$ cat src/rtl/fp_cond_pkg.sv
// Package: shared encodings for the compare condition queue.
// Assumes relation codes arrive one-hot from the comparator.
package fp_cond_pkg;

    // One-hot relation bit positions.
    localparam int REL_W      = 4;
    localparam int REL_GT     = 3;
    localparam int REL_LT     = 2;
    localparam int REL_EQ     = 1;
    localparam int REL_UN     = 0;

    // Condition mask layout: bits 4..1 map to relations, bit 0 selects signaling.
    localparam int MASK_W     = 5;
    localparam int MASK_SIG   = 0;

    // Result of decoding one compare.
    typedef struct packed {
        logic legal;      // relation code is exactly one-hot
        logic result;     // selected condition bit
        logic raise_inv;  // invalid-operation condition
    } cmp_outcome_t;

endpackage

$ cat src/rtl/fp_cond_resolve.sv
// Module: fp_cond_resolve
// Turns a relation code and an instruction condition mask into one result bit
// and an invalid-operation flag. Purely combinational.
// Assumes the NaN indications are valid in the same cycle as the relation.
module fp_cond_resolve
    import fp_cond_pkg::*;
(
    input  logic [REL_W-1:0]  rel_i,
    input  logic [MASK_W-1:0] mask_i,
    input  logic              any_nan_i,
    input  logic              any_snan_i,
    output cmp_outcome_t      outcome_o
);

    // Mask bits 4..1 line up with relation bits 3..0.
    logic [REL_W-1:0] sel_bits;
    assign sel_bits = mask_i[MASK_W-1:1];

    // Decode legality, pick the result bit, and evaluate the invalid rule.
    always_comb begin
        outcome_o.legal     = $onehot(rel_i);
        outcome_o.result    = |(rel_i & sel_bits);
        outcome_o.raise_inv = mask_i[MASK_SIG] ? any_nan_i : any_snan_i;
    end

endmodule

$ cat src/rtl/fp_cond_history.sv
// Module: fp_cond_history
// Holds the current condition bit and the history queue below it.
// A push moves the whole {current, queue} field one place toward the low end:
// the lowest queue bit is lost, the old current bit enters the queue top,
// and the new result becomes current. Synchronous active-low reset.
module fp_cond_history #(
    parameter int QDEPTH = 11
) (
    input  logic              clk,
    input  logic              rst_n,
    input  logic              push_i,
    input  logic              bit_i,
    output logic              cur_o,
    output logic [QDEPTH-1:0] queue_o
);

    // Update current bit and queue on a push; clear on reset.
    always_ff @(posedge clk) begin
        if (!rst_n) begin
            cur_o   <= 1'b0;
            queue_o <= '0;
        end else if (push_i) begin
            queue_o <= {cur_o, queue_o[QDEPTH-1:1]};
            cur_o   <= bit_i;
        end
    end

endmodule

$ cat src/rtl/fp_cond_direct.sv
// Module: fp_cond_direct
// Array of directly addressed condition bits. Index value k+1 selects entry k;
// index 0 and indices above the array size select nothing.
// Synchronous active-low reset.
module fp_cond_direct #(
    parameter int CA_N = 6,
    parameter int Y_W  = 3
) (
    input  logic            clk,
    input  logic            rst_n,
    input  logic            wr_i,
    input  logic [Y_W-1:0]  idx_i,
    input  logic            bit_i,
    output logic [CA_N-1:0] ca_o
);

    for (genvar k = 0; k < CA_N; k++) begin : g_entry
        logic hit;
        assign hit = wr_i && (idx_i == Y_W'(k + 1));

        // Write this entry when it is addressed; clear on reset.
        always_ff @(posedge clk) begin
            if (!rst_n)   ca_o[k] <= 1'b0;
            else if (hit) ca_o[k] <= bit_i;
        end
    end

endmodule

$ cat src/rtl/fp_cond_queue.sv
// Module: fp_cond_queue (top)
// Records floating-point compare results as condition bits of a status word.
// Queued mode (target 0) pushes the history; targeted mode writes one array
// bit. The invalid pulse is registered on the same edge as the condition
// write. Assumes rel_i is one-hot on valid strobes; other codes are dropped.
module fp_cond_queue
    import fp_cond_pkg::*;
#(
    parameter int SW     = 32,
    parameter int C_POS  = 26,
    parameter int QDEPTH = 11,
    parameter int CA_N   = 6,
    parameter int Y_W    = 3
) (
    input  logic              clk,
    input  logic              rst_n,
    input  logic              cmp_valid_i,
    input  logic [REL_W-1:0]  rel_i,
    input  logic [MASK_W-1:0] cond_mask_i,
    input  logic [Y_W-1:0]    target_i,
    input  logic              any_nan_i,
    input  logic              any_snan_i,
    output logic [SW-1:0]     status_o,
    output logic              invalid_o
);

    localparam int CQ_LO   = C_POS - QDEPTH;
    localparam int CA0_POS = CQ_LO - 1;

    cmp_outcome_t      outcome;
    logic              accept;
    logic              push;
    logic              wr_direct;
    logic              cur_bit;
    logic [QDEPTH-1:0] queue;
    logic [CA_N-1:0]   ca_bits;

    fp_cond_resolve i_resolve (
        .rel_i      (rel_i),
        .mask_i     (cond_mask_i),
        .any_nan_i  (any_nan_i),
        .any_snan_i (any_snan_i),
        .outcome_o  (outcome)
    );

    // Route a legal strobe to the queued or the targeted path.
    always_comb begin
        accept    = cmp_valid_i && outcome.legal;
        push      = accept && (target_i == '0);
        wr_direct = accept && (target_i != '0);
    end

    fp_cond_history #(.QDEPTH(QDEPTH)) i_history (
        .clk     (clk),
        .rst_n   (rst_n),
        .push_i  (push),
        .bit_i   (outcome.result),
        .cur_o   (cur_bit),
        .queue_o (queue)
    );

    fp_cond_direct #(.CA_N(CA_N), .Y_W(Y_W)) i_direct (
        .clk   (clk),
        .rst_n (rst_n),
        .wr_i  (wr_direct),
        .idx_i (target_i),
        .bit_i (outcome.result),
        .ca_o  (ca_bits)
    );

    // Register the invalid pulse alongside the condition update.
    always_ff @(posedge clk) begin
        if (!rst_n) invalid_o <= 1'b0;
        else        invalid_o <= accept && outcome.raise_inv;
    end

    // Assemble the status word; unused positions read zero.
    always_comb begin
        status_o                  = '0;
        status_o[C_POS]           = cur_bit;
        status_o[C_POS-1:CQ_LO]   = queue;
        for (int k = 0; k < CA_N; k++) begin
            status_o[CA0_POS-k] = ca_bits[k];
        end
    end

endmodule

$ cat config.mk
export PLATFORM = sky130hd
export DESIGN_NAME = fp_cond_queue
export DESIGN_NICKNAME = d
export VERILOG_FILES = /design/src/rtl/fp_cond_pkg.sv /design/src/rtl/fp_cond_resolve.sv /design/src/rtl/fp_cond_history.sv /design/src/rtl/fp_cond_direct.sv /design/src/rtl/fp_cond_queue.sv
export SDC_FILE = /design/constraint.sdc
export NUM_CORES = 1
export LEC_CHECK = 0
export BUFFER_PORTS_ARGS = -buffer_cell sky130_fd_sc_hd__buf_4
export CAP_MARGIN = 25
export CORE_UTILIZATION = 44
export DETAILED_ROUTE_END_ITERATION = 8
export GPL_ROUTABILITY_DRIVEN = 0
export PLACE_DENSITY = 0.85
export SYNTH_ARGS = -nofsm -noshare
export SYNTH_HDL_FRONTEND = slang
export SYNTH_HIERARCHICAL = 1
export SYNTH_SLANG_ARGS = --single-unit
$ cat constraint.sdc
create_clock -name clk -period 2.9 [get_ports clk]
set_input_delay 0.435 -clock clk [delete_from_list [all_inputs] [get_ports clk]]
set_output_delay 0.435 -clock clk [all_outputs]
set_load 0.01 [all_outputs]
**Word level (Yosys, flattened, before mapping)**

Index checks and enable logic that the tools add are counted.

- Register bits after elaboration: 19
- Bits in latches: 0
- Bits in writable memories: 0
- Bits in read-only memories: 0
- Input bits: 17
- Output and inout port bits: 33
- Logic and storage cells: 34
- Memories kept: 0

- Add/subtract/negate cells: 3
- Multipliers: 0
- Div/mod/pow operators: 0
- Order comparisons: 0
- Eq/ne operators: 7
- Shifts and indexed selects: 0
- Multiplexer cells: 1
- Bitwise operators: 1
- Reduce and logical (&&, ||, !) cells: 13

Operators by type and width:

| operator | number |
|---|---|
| $logic_and A1 B1 Y1 | 10 |
| $eq A3 B3 Y1 const B | 3 |
| $eq A3 B1 Y1 const B | 2 |
| $eq A3 B2 Y1 const B | 2 |
| $add A1 B1 Y2 | 2 |
| $and A4 B4 Y4 | 1 |
| $reduce_or A4 Y1 | 1 |
| $add A3 B3 Y3 | 1 |
| $logic_not A3 Y1 | 1 |
| $reduce_bool A3 Y1 | 1 |
| $mux W1 | 1 |

**Logic depth before layout (Yosys ltp)**

- Word-level depth: 6
- Gate-level depth with buffers: 11

**Cells and area by module**

The synthesis kept the hierarchy.

Modules (own cells, without submodules):

| module | times used | cells an instance | area each (um^2) | sequential area each (um^2) |
|---|---|---|---|---|
| fp_cond_history | 1 | 38 | 450.4 | 240.2 |
| fp_cond_direct | 1 | 25 | 270.3 | 120.1 |
| fp_cond_queue | 1 | 23 | 167.7 | 20.0 |
| fp_cond_resolve | 1 | 13 | 105.1 | 0.0 |

**Worst setup path before layout**

OpenSTA, ideal clock, no wires.

- Kind: in2reg
- From: input rel_i[0]
- To: register i_history.cur_o
- Library setup time: 116 ps
- Arrival: 2423 ps
- Required time: 2784 ps
- Setup slack: 361 ps
- Stages on the path: 11
- Path through: inv_1 fa_1 inv_1 ha_1 ha_1 nor3b_1 nand2_1 nor2b_1 buf_6 mux2i_1 nor2b_1

RTL lines:

| item | line | source |
|---|---|---|
| start: declaration | fp_cond_queue.sv:18 | `input logic [REL_W-1:0] rel_i,` |
| end signal: assignment | fp_cond_history.sv:24 | `cur_o <= bit_i;` |
| end: declaration | fp_cond_history.sv:13 | `output logic cur_o,` |

==> impl_metrics.tcl <==
set metrics [dict create \
    drive_gt1_frac 0.304 \
    hold_viol_final 0 \
    required_ns 3.08 \
    rsz0062_at_grt "false" \
    fin_cells 162 \
    fin_util 0.610 \
    p_leak_nw 0.570 \
    cts_sinks 19 \
    drt_iter0_drc 10 \
    drcViolationCount 0 \
    finalSetupViolCount 0 \
    powerDensity_nw_per_um2 369 \
    grt_pass1_vias 725 \
    period_minus_slack_ns 2.37 \
    post_cts_resized 0 \
    max_freq_mhz 422 \
    post-place-ws_ns 0.230 \
    setup_slack_ns 0.528 \
    syn_avg_cell_area_um2 10.0 \
    min_period_over_period 0.818 \
    critPathArrivalTime_ns 2.55 \
    dpl.cell_count 158 \
    ir_worst_vdd_mv 0.241 \
    io_pins 50 \
    crit_path_start_kind "input pin" \
    ys_types 18 \
    r2r_cells 2 \
    clockRootBuffer "clkbuf_4" \
    drv_slew 0 \
    critPathCaptureType "register" \
    setup_tns_ns 0 \
    portBuffers 35 \
    via_per_inst 4.60 \
    syn-cell-area_um2 993 \
    fin_skew_ns 0.00421 \
    drtAntennaViolNets 0 \
    yosysSeqAreaShare 0.383 \
    ctsHoldBuffers 0 \
    hp-class "input pin to register" \
    area_delta_synth_final_pct 25.3 \
    clock_latency_ns 0.29 \
    grt_max_degree 21 \
    ys_seq_elements 19 \
    clkTransAtPathRegs_ns 0.10 \
    die-height_um 49.5 \
    cts_setup_buffers 0 \
    synthTopCellsByCount "dfxtp_1 (19), mux2i_1 (18), buf_4 (15)" \
    antenna_found_initial 0 \
    routed_wl_um 1770 \
    async_flop_share 0 \
    syn_inst 99 \
    yosysMostFrequentCell "dfxtp_1" \
    die_w_um 49.5 \
    clock_path_buffers 2 \
    groute.usage.overall 0.162 \
    dr_total_vias 745 \
    cts_made_buffers 3 \
    die_area_um2 2450 \
    fin_nets 156 \
    cp_max_fo 12 \
    synth-main-ff-cell "dfxtp_1" \
    grt_pass1_wl_um 3040 \
    synthTopCellsByArea "dfxtp_1 (38%), mux2i_1 (18%), buf_4 (11%)" \
    core-area_um2 2040 \
    synth_enable_flop_cells 0 \
    routedWlPerCell_um 10.9 \
    antenna_cells 0 \
    dpl_cell_area_um2 1220 \
    hpwl_um 1310 \
    gr-total-overflow 0 \
    num_rows 16 \
    min_path_cells 3 \
    fin_area_um2 1240 \
    max_cap_violations 0 \
    status "complete, no violations" \
    h-tree-depth 1 \
    initial_core_util 0.487 \
    dr.pass1.iters 4 \
    synth_top_cell_area_share 0.383 \
    crit_type "input pin to register" \
    cts_tree "built" \
    yosysTopAreaCell "dfxtp_1" \
    ys.warnings.count 6 \
]
[cell usage in the layout, fill, tap and decap left out]
cell type  instances
a22oi_1            2
and4bb_1           3
buf_4             36
clkbuf_1           1
clkbuf_4           3
conb_1            14
dfxtp_1           19
fa_1               1
ha_1               2
inv_1              5
mux2_4             1
mux2i_1           18
nand2_1           10
nand4b_1           3
nor2_1             2
nor2b_1           13
nor3_2             1
nor3b_1            1
[worst max-delay path, cell delays in order]
cell	delay (ns)
buf_4	0.08
inv_1	0.05
fa_1	0.52
inv_1	0.04
ha_1	0.17
ha_1	0.27
nor3b_1	0.18
nand2_1	0.11
nor2b_1	0.12
buf_4	0.24
mux2i_1	0.25
nor2b_1	0.07
[final cells by class]
type	count	area (um^2)
clock buffer	4	26.3
sequential	19	380
multi-input combinational	71	515
timing repair buffer	36	270
tap	27	33.8
inverter	5	18.8
fill	188	797
[flip-flops by register name, indices dropped and copies added, names as in the netlist]
name	flops
i_direct/ca_o	6
i_history/cur_o	1
i_history/queue_o	11
invalid_o	1
[metal layers]
metal	wire length, um	global-route usage	part of all wire
met5	0	0	0
met4	0	0.0714	0
met3	94	0.0401	0.053
met2	884	0.281	0.50
met1	787	0.187	0.45
[kinds of logic (layout without fill, tap and decap cells)]
logic type / Yosys count / count (layout) / share of synthesized area
simple gates: 33 / 33 / 0.209
buf+inv: 22 / 45 / 0.147
mux: 19 / 19 / 0.196
flops: 19 / 19 / 0.383
fa+ha+maj: 3 / 3 / 0.0453
compound gates: 2 / 2 / 0.0151
other cells: 1 / 14 / 0.00377
[worst paths after layout]
path	to	from	slack (ns)
min reg2reg	i_direct/ca_o[0]$_SDFFE_PN0P_	i_direct/ca_o[0]$_SDFFE_PN0P_	0.47
max	i_history/queue_o[6]$_SDFFE_PN0P_	rel_i[0]	0.53
max reg2reg	i_history/queue_o[6]$_SDFFE_PN0P_	i_history/queue_o[7]$_SDFFE_PN0P_	2.21
min	invalid_o$_SDFF_PN0_	cmp_valid_i	0.42
[report_power, final]
part | switching, W | internal [W]
combinational | 0.0000349 | 0.0000324
sequential | 0.00000101 | 0.000263
clock | 0.0000755 | 0.0000534
[metrics by stage]
step                power (W)  hold slack [ns]
floorplan            0.000321            0.479
global placement     0.000334            0.449
detailed placement   0.000336            0.456
CTS                  0.000466            0.407
global route         0.000489            0.404
finish               0.000460            0.423
Power figures use the tool's default switching activity.
